## src/rtl/rxcrc_pkg.sv

```systemverilog
package rxcrc_pkg;

    localparam int          CRC_W       = 32;
    localparam int          NIB_W       = 4;
    localparam logic [31:0] CRC_POLY    = 32'h04C1_1DB7;
    localparam logic [31:0] CRC_PRESET  = 32'hFFFF_FFFF;
    localparam logic [31:0] CRC_RESIDUE = 32'hC704_DD7B;

    typedef enum logic [0:0] {
        S_IDLE  = 1'b0,
        S_FRAME = 1'b1
    } rx_state_t;

endpackage

```

## src/rtl/rxcrc_step.sv

```systemverilog
// Combinational multi-bit CRC advance: DW serial steps unrolled, bit 0 first.
module rxcrc_step #(
    parameter int          W    = 32,
    parameter int          DW   = 4,
    parameter logic [W-1:0] POLY = '0
) (
    input  logic [W-1:0]  crc_in,
    input  logic [DW-1:0] din,
    output logic [W-1:0]  crc_out
);

    logic [W-1:0] stage [DW+1];

    assign stage[0] = crc_in;

    for (genvar i = 0; i < DW; i++) begin : g_bit
        logic fb;
        assign fb           = stage[i][W-1] ^ din[i];
        assign stage[i+1]   = {stage[i][W-2:0], 1'b0} ^ (fb ? POLY : '0);
    end

    assign crc_out = stage[DW];

endmodule

```

## src/rtl/rxcrc_ctrl.sv

```systemverilog
// Frame tracking state machine.
module rxcrc_ctrl
    import rxcrc_pkg::*;
(
    input  logic clk,
    input  logic rst_n,
    input  logic nib_vld,
    input  logic last_pulse,
    output logic use_preset,
    output logic load_en,
    output logic report
);

    rx_state_t state_q, state_d;

    // next-state logic
    always_comb begin
        state_d = state_q;
        unique case (state_q)
            S_IDLE: begin
                if (nib_vld && !last_pulse) state_d = S_FRAME;   // START
                else                        state_d = S_IDLE;    // SINGLE or wait
            end
            S_FRAME: begin
                if (!nib_vld)               state_d = S_IDLE;    // GAP
                else if (last_pulse)        state_d = S_IDLE;    // END
                else                        state_d = S_FRAME;   // CONTINUE
            end
        endcase
    end

    // state register
    always_ff @(posedge clk or negedge rst_n) begin
        if (!rst_n) state_q <= S_IDLE;
        else        state_q <= state_d;
    end

    // outputs
    always_comb begin
        use_preset = 1'b0;
        unique case (state_q)
            S_IDLE:  use_preset = 1'b1;
            S_FRAME: use_preset = 1'b0;
        endcase
        load_en = nib_vld;
        report  = nib_vld && last_pulse;
    end

    // a dropped valid closes the open frame
    p_gap_closes_frame_r6: assert property (@(posedge clk) disable iff (!rst_n)
        (state_q == S_FRAME && !nib_vld) |=> (state_q == S_IDLE));

endmodule

```

## src/rtl/rxcrc_accum.sv

```systemverilog
// CRC accumulator register with preset selection.
module rxcrc_accum #(
    parameter int           W      = 32,
    parameter int           DW     = 4,
    parameter logic [W-1:0] POLY   = '0,
    parameter logic [W-1:0] PRESET = '1
) (
    input  logic          clk,
    input  logic          rst_n,
    input  logic          use_preset,
    input  logic          load_en,
    input  logic [DW-1:0] din,
    output logic [W-1:0]  crc_next
);

    logic [W-1:0] crc_q;
    logic [W-1:0] crc_src;

    assign crc_src = use_preset ? PRESET : crc_q;

    rxcrc_step #(.W(W), .DW(DW), .POLY(POLY)) u_step (
        .crc_in (crc_src),
        .din    (din),
        .crc_out(crc_next)
    );

    always_ff @(posedge clk or negedge rst_n) begin
        if (!rst_n)       crc_q <= PRESET;
        else if (load_en) crc_q <= crc_next;
    end

    // register holds while no nibble is qualified
    p_hold_without_valid_r1: assert property (@(posedge clk) disable iff (!rst_n)
        !load_en |=> $stable(crc_q));

endmodule

```

## src/rtl/rxcrc_verdict.sv

```systemverilog
// Registered pass/fail flag and strobe.
module rxcrc_verdict #(
    parameter int           W       = 32,
    parameter logic [W-1:0] RESIDUE = '0
) (
    input  logic         clk,
    input  logic         rst_n,
    input  logic         report,
    input  logic [W-1:0] crc_final,
    output logic         crc_ok,
    output logic         ok_vld
);

    always_ff @(posedge clk or negedge rst_n) begin
        if (!rst_n) begin
            ok_vld <= 1'b0;
            crc_ok <= 1'b0;
        end else begin
            ok_vld <= report;
            crc_ok <= report && (crc_final == RESIDUE);
        end
    end

    // pass flag never stands alone
    p_ok_needs_strobe_r5: assert property (@(posedge clk) disable iff (!rst_n)
        !ok_vld |-> !crc_ok);

endmodule

```

## src/rtl/rx_fcs_nibble_check.sv

```systemverilog
module rx_fcs_nibble_check
    import rxcrc_pkg::*;
#(
    parameter int              W       = CRC_W,
    parameter int              DW      = NIB_W,
    parameter logic [W-1:0]    POLY    = CRC_POLY,
    parameter logic [W-1:0]    PRESET  = CRC_PRESET,
    parameter logic [W-1:0]    RESIDUE = CRC_RESIDUE
) (
    input  logic          clk,
    input  logic          rst_n,
    input  logic [DW-1:0] nib_data,
    input  logic          nib_vld,
    input  logic          last_pulse,
    output logic          crc_ok,
    output logic          ok_vld
);

    logic         use_preset;
    logic         load_en;
    logic         report;
    logic [W-1:0] crc_next;

    rxcrc_ctrl u_ctrl (
        .clk       (clk),
        .rst_n     (rst_n),
        .nib_vld   (nib_vld),
        .last_pulse(last_pulse),
        .use_preset(use_preset),
        .load_en   (load_en),
        .report    (report)
    );

    rxcrc_accum #(.W(W), .DW(DW), .POLY(POLY), .PRESET(PRESET)) u_accum (
        .clk       (clk),
        .rst_n     (rst_n),
        .use_preset(use_preset),
        .load_en   (load_en),
        .din       (nib_data),
        .crc_next  (crc_next)
    );

    rxcrc_verdict #(.W(W), .RESIDUE(RESIDUE)) u_verdict (
        .clk      (clk),
        .rst_n    (rst_n),
        .report   (report),
        .crc_final(crc_next),
        .crc_ok   (crc_ok),
        .ok_vld   (ok_vld)
    );

    // a qualified last nibble is answered next cycle
    p_strobe_after_last_r3: assert property (@(posedge clk) disable iff (!rst_n)
        (nib_vld && last_pulse) |=> ok_vld);

    // no strobe without a qualified last nibble
    p_no_stray_strobe_r8: assert property (@(posedge clk) disable iff (!rst_n)
        !(nib_vld && last_pulse) |=> !ok_vld);

endmodule

```

## config.mk

```make
export PLATFORM = sky130hd
export DESIGN_NAME = rx_fcs_nibble_check
export DESIGN_NICKNAME = d
export VERILOG_FILES = /design/src/rtl/rxcrc_pkg.sv /design/src/rtl/rxcrc_step.sv /design/src/rtl/rxcrc_ctrl.sv /design/src/rtl/rxcrc_accum.sv /design/src/rtl/rxcrc_verdict.sv /design/src/rtl/rx_fcs_nibble_check.sv
export SDC_FILE = /design/constraint.sdc
export NUM_CORES = 1
export LEC_CHECK = 0
export BUFFER_PORTS_ARGS = -buffer_cell sky130_fd_sc_hd__buf_2
export CAP_MARGIN = 15
export CORE_ASPECT_RATIO = 1.25
export CORE_UTILIZATION = 45
export CTS_BUF_LIST = sky130_fd_sc_hd__clkbuf_4 sky130_fd_sc_hd__clkbuf_8
export CTS_CLUSTER_DIAMETER = 200
export DETAILED_ROUTE_END_ITERATION = 10
export GPL_TIMING_DRIVEN = 0
export PLACE_DENSITY = 0.64
export SKIP_LAST_GASP = 1
export SLEW_MARGIN = 20
export SYNTH_ARGS = -nofsm -noshare
export SYNTH_HDL_FRONTEND = slang
export SYNTH_SLANG_ARGS = --single-unit
```

## constraint.sdc

```tcl
create_clock -name clk -period 2.9 [get_ports clk]
set_clock_uncertainty 0.15 [all_clocks]
set_input_delay 0.29 -clock clk [delete_from_list [all_inputs] [get_ports clk]]
set_output_delay 0.29 -clock clk [all_outputs]
set_load 0.05 [all_outputs]
```

Word level (Yosys, flattened, before mapping). Index checks and enable logic that the tools add are counted.

Muxes and demuxes: 10. Equal/unequal tests: 1. Reduce and logical (&&, ||, !) cells: 4. Bitwise gates (word level): 9.

Operators with widths (count): $xor 32x27->32 (4); $mux 27 (4); $eq 32x32->1 const B (1); $mux 32 (1); $pmux 1 s2 (2); $xor 1x1->1 (4); $logic_and 1x1->1 (3); $mux 1 (3); $logic_not 1->1 (1); $not 1->1 (1).

Output and inout bits: 2. Flip-flop bits (word level): 35. Bits of input ports: 8. Word-level logic and storage cells: 28.

Depth between registers and ports, before layout.
Depth in word-level cells: 17. Mapped depth: 10.

By module. From an unflattened synthesis, not the netlist that was laid out.

Cell total of the unflattened synthesis: 174. Area, all modules: 2606.2 um2.

By module, submodules not included: rxcrc_accum (times used 1, area an instance 1596.5 um2, seq. area each 840.8 um2, cells each 103); rxcrc_step (times used 1, area an instance 817.0 um2, seq. area each 0.0 um2, cells each 52); rxcrc_verdict (times used 1, area an instance 140.1 um2, seq. area each 50.0 um2, cells each 14); rxcrc_ctrl (times used 1, area an instance 52.6 um2, seq. area each 25.0 um2, cells each 5).

Worst setup path after synthesis. Ideal clock, no wire load.

Path type: register -> register. Start: reg u_accum.crc_q[29]. End: reg u_verdict.crc_ok. Clock period less this slack: 2.598 ns. Library setup time: 0.111 ns. Setup slack: 0.302 ns. Stages on the path, launching flop included: 10. Data arrival time: 2.337 ns. Cells stage by stage: dfstp_2 -> buf_2 -> nor2b_4 -> xnor2_4 -> clkinv_2 -> xnor3_2 -> mux2i_1 -> o21bai_1 -> a32o_1 -> a2111oi_2.

Cells in the longest elaborated chain, start to end: 9.

Ends and longest elaborated chain: from (decl) (RTL line rxcrc_accum.sv:16) `logic [W-1:0] crc_q;`; from (signal assigned) (RTL line rxcrc_accum.sv:29) `else if (load_en) crc_q <= crc_next;`; $mux 32 (RTL line rxcrc_accum.sv:19) `assign crc_src = use_preset ? PRESET : crc_q;`; $xor 32x27->32 (2 in series) (RTL line rxcrc_step.sv:19) `assign stage[i+1] = {stage[i][W-2:0], 1'b0} ^ (fb ? POLY : '0);`; $xor 1x1->1 (RTL line rxcrc_step.sv:18) `assign fb = stage[i][W-1] ^ din[i];`; $mux 27 (RTL line rxcrc_step.sv:19); $xor 32x27->32 (2 in series) (RTL line rxcrc_step.sv:19); $eq 32x32->1 (RTL line rxcrc_verdict.sv:20) `crc_ok <= report && (crc_final == RESIDUE);`; $logic_and 1x1->1 (RTL line rxcrc_verdict.sv:20); to (signal assigned) (RTL line rxcrc_verdict.sv:20); to (decl) (RTL line rxcrc_verdict.sv:10) `output logic crc_ok,`.

No other way between the ends. A chain may end at the register's enable or synchronous reset.

Worst setup path after layout.
Start: reg u_accum.crc_q[28]. End: reg u_verdict.crc_ok.

Cells in the longest elaborated chain, start to end: 9.

Ends and longest elaborated chain: $mux 32 (RTL line rxcrc_accum.sv:19); $xor 32x27->32 (3 in series) (RTL line rxcrc_step.sv:19); $xor 1x1->1 (RTL line rxcrc_step.sv:18); $mux 27 (RTL line rxcrc_step.sv:19); $xor 32x27->32 (RTL line rxcrc_step.sv:19); named net crc_next[0] (RTL line rx_fcs_nibble_check.sv:22) `logic [W-1:0] crc_next;`; $eq 32x32->1 (RTL line rxcrc_verdict.sv:20); $logic_and 1x1->1 (RTL line rxcrc_verdict.sv:20).

The timed path passes the listed nets, and every way through them passes these cells.

==> results.ini <==
[run_status]
status = complete, no violations

[power]
power_frac_clock_pct = 22.3
seq_power_share_pct = 42.8
total_power_mw = 1.79
p_sw_mw = 0.619
p_comb_share_pct = 35.0
ir_worst_vdd_uv = 391
p_int_mw = 1.17
leakagePower_nw = 1.05
switching_share_pct = 34.6
p_per_area_nw_per_um2 = 642

[worst_setup_path]
required_ps = 2930
cp_data_arrival_time_ps = 2800
crit_path_top_delay_cell = dfstp_2
worst_r2r_path_depth = 9
critPathMaxFanout = 6
critPathKind = reg -> reg
start_kind = flip-flop
crit_path_cell_trace = buf_2, nor2b_1, xnor2_2, ha_1, nand3_1, or4_1, nor4_1, nand4_1, a2111oi_2
max_stage_delay_ps = 520
end_kind = flip-flop

[final_layout]
fin_nets = 308
syn_to_final_growth_pct = 9.94
finalNonFillerCells = 364
layout-drive-gt1-share_pct = 24.3
n_antenna_cell = 0

[clock_tree]
clockRootBuffer = clkbuf_8
cts_buffers = 5
clock_latency_ps = 290
cts_tree = built
clk_path_buf_depth = 2
htreeDepth = 2
clk_pin_slew_worst_paths_ps = 70
cts_sinks = 35

[floorplan]
die_h_um = 85.9
ioPinCount = 10
die_x_um = 69.1
coreArea_um2 = 5440
die_area_um2 = 5930
rows = 30
start_util_pct = 46.5

[sta]
slew_viol_final = 0
fin_crit_ps = 2780
finalCritPeriodShare_pct = 95.8
hold_viol = 0
clock.fmax_mhz = 360
worst_slew_pin_slew_ps = 784
relSlewSlack_pct = 47.8
rsz0062_at_grt = no
setup_viol_count_final = 0

[global_routing]
use_met1_pct = 28.9
grtUsageTotal_pct = 22.7
grt-ovfl-total = 0
grt_pass1_wl_um = 10300
grt_max_degree = 36
use_met3_pct = 4.00
use_met2_pct = 38.0
grt_pass1_vias = 2049
top_usage_layer = met2
grt_antenna_before_repair = 0

[placed_design]
portBuffers = 6
place_congestion = 0.886
post-dp-hpwl_um = 4410
dp_cells = 353

[synthesis]
yosysUniqueCellTypes = 44
syn-cell-area_um2 = 2530
yosys.area.top_type_share_pct = 33.2
synth.most_common_cell = xnor2_1
synth-edff-count = 0
syn_avg_cell_area_um2 = 8.94
synth_warnings = 0
ys_dominant_reg_cell = dfstp_2
ys_top_cells_by_count = xnor2_1, nor2_1, dfstp_2
synth_area_leader_cell = dfstp_2
synth_area_leaders = dfstp_2, xnor2_1, xor2_1
async_reset_ff_share_pct = 100
yosys_register_bits = 35
synthesis.nets = 292
syn_inst = 283
yosysSeqAreaShare_pct = 36.2

[routing]
drc = 0
viasPerCell = 5.54
vias = 2016
drt_iter0_markers = 137
ant_nets = 0
drt_pass1_iterations = 4
wire_per_inst_um = 16.9
wl_um = 6140

[min_path]
whs_path_depth = 2
hold_class = in -> reg

[flow_run]
drv_cap = 0

state kept, by name, indices dropped and copies added, names as in the netlist:
signal,cells
u_ctrl.state_q,1
u_verdict.crc_ok,1
u_accum.crc_q,32
u_verdict.ok_vld,1
per-layer routing:
layer | share of wire (%) | routed length (um)
met1 | 45 | 2770
met4 | 2.6 | 157
met5 | 0 | 0
met2 | 49 | 3000
met3 | 3.4 | 207
area by class of cell:
class	count	area [um^2]
plain buffers	19	85.1
well taps	64	80.1
inverters	14	53.8
repair buffers	10	65.1
flip-flops and latches	35	916
fillers	498	2660
clock buffers	7	96.3
multi-input cells	214	1480
clock inverters	1	7.51
worst paths after layout:
path	start	end	slack (ps)
worst max-delay path	u_accum.crc_q[28]$_DFFE_PN1P_	u_verdict.crc_ok$_DFF_PN0_	120
worst min register to register	u_accum.crc_q[1]$_DFFE_PN1P_	u_accum.crc_q[1]$_DFFE_PN1P_	330
worst min-delay path	nib_vld	u_verdict.ok_vld$_DFF_PN0_	130
min in group asynchronous	rst_n	u_verdict.crc_ok$_DFF_PN0_	470
max in group asynchronous	rst_n	u_ctrl.state_q$_DFF_PN0_	1640
worst max register to register	u_accum.crc_q[28]$_DFFE_PN1P_	u_verdict.crc_ok$_DFF_PN0_	120
cell families after synthesis:
group	after synthesis	synth area share [%]
buffers and inverters	34	5.68
AND/OR/NAND/NOR	92	17.8
adder cells (fa/ha/maj)	1	0.494
multiplexers	14	5.93
AO/OA/AOI/OAI	47	11.2
flip-flops	35	36.2
XOR/XNOR	60	22.7
cells in the final DEF, fill, tap and decap left out, drive strengths merged, types with 2 or more instances in the layout:
master	Yosys	final
nand2	19	19
a21oi	17	17
clkbuf	12	19
xnor2	44	44
dfrtp	3	3
nand3b	3	3
mux2i	6	6
nand2b	4	4
nand3	7	7
dfstp	32	32
buf	8	15
nor4	2	2
nor2b	5	5
nor3	5	5
nand4b	2	2
a22oi	2	2
inv	12	12
nand4	3	3
mux2	8	8
and3	2	2
or2	2	2
o21ai	15	15
nor2	33	33
clkinv	2	2
a32oi	3	3
xor2	15	15
dlygate4sd3	0	2
a31oi	5	5
power groups by stage:
stage                     clock network [mW]  registers [mW]  logic (mW)
final                                  0.398           0.764       0.625
after CTS                              0.414           0.756       0.632
after global routing                   0.442           0.782       0.696
after global placement                     0           0.759       0.612
after floorplan                            0           0.736       0.502
after detailed placement                   0           0.764       0.620
what timing repair did:
| item | 4_1_cts | 5_1_grt |
|---|---|---|
| resized for setup | 1 | 0 |
| endpoints found under the hold margin | 4 | 0 |
| pin swaps | 2 | 0 |
| hold buffers | 2 | 0 |
| setup endpoints to repair | 1 | 1 |
| setup buffers | 2 | 0 |
through the flow:
stage / worst slack (ps) / TNS (ps) / hold slack, ps / util, % / cell area (um^2)
after floorplan: 302 / 0 / -156 / - / 2530
after global placement: -176 / -176 / 268 / 48.5 / 2640
after detailed placement: -189 / -189 / 272 / 48.5 / 2640
after CTS: 92.6 / 0 / 131 / 51.2 / 2790
after global routing: 7.64 / 0 / 139 / 51.1 / 2780
final: 122 / 0 / 133 / 51.1 / 2780
critical path: cells and delay by family (launching register included):
family,cells,cell delay (ps)
flops,1,520
buf+inv,1,210
simple gates,5,1150
compound gates,1,250
fa+ha+maj,1,170
xor+xnor,1,210
No activity file was read; power rests on OpenSTA's default activity.
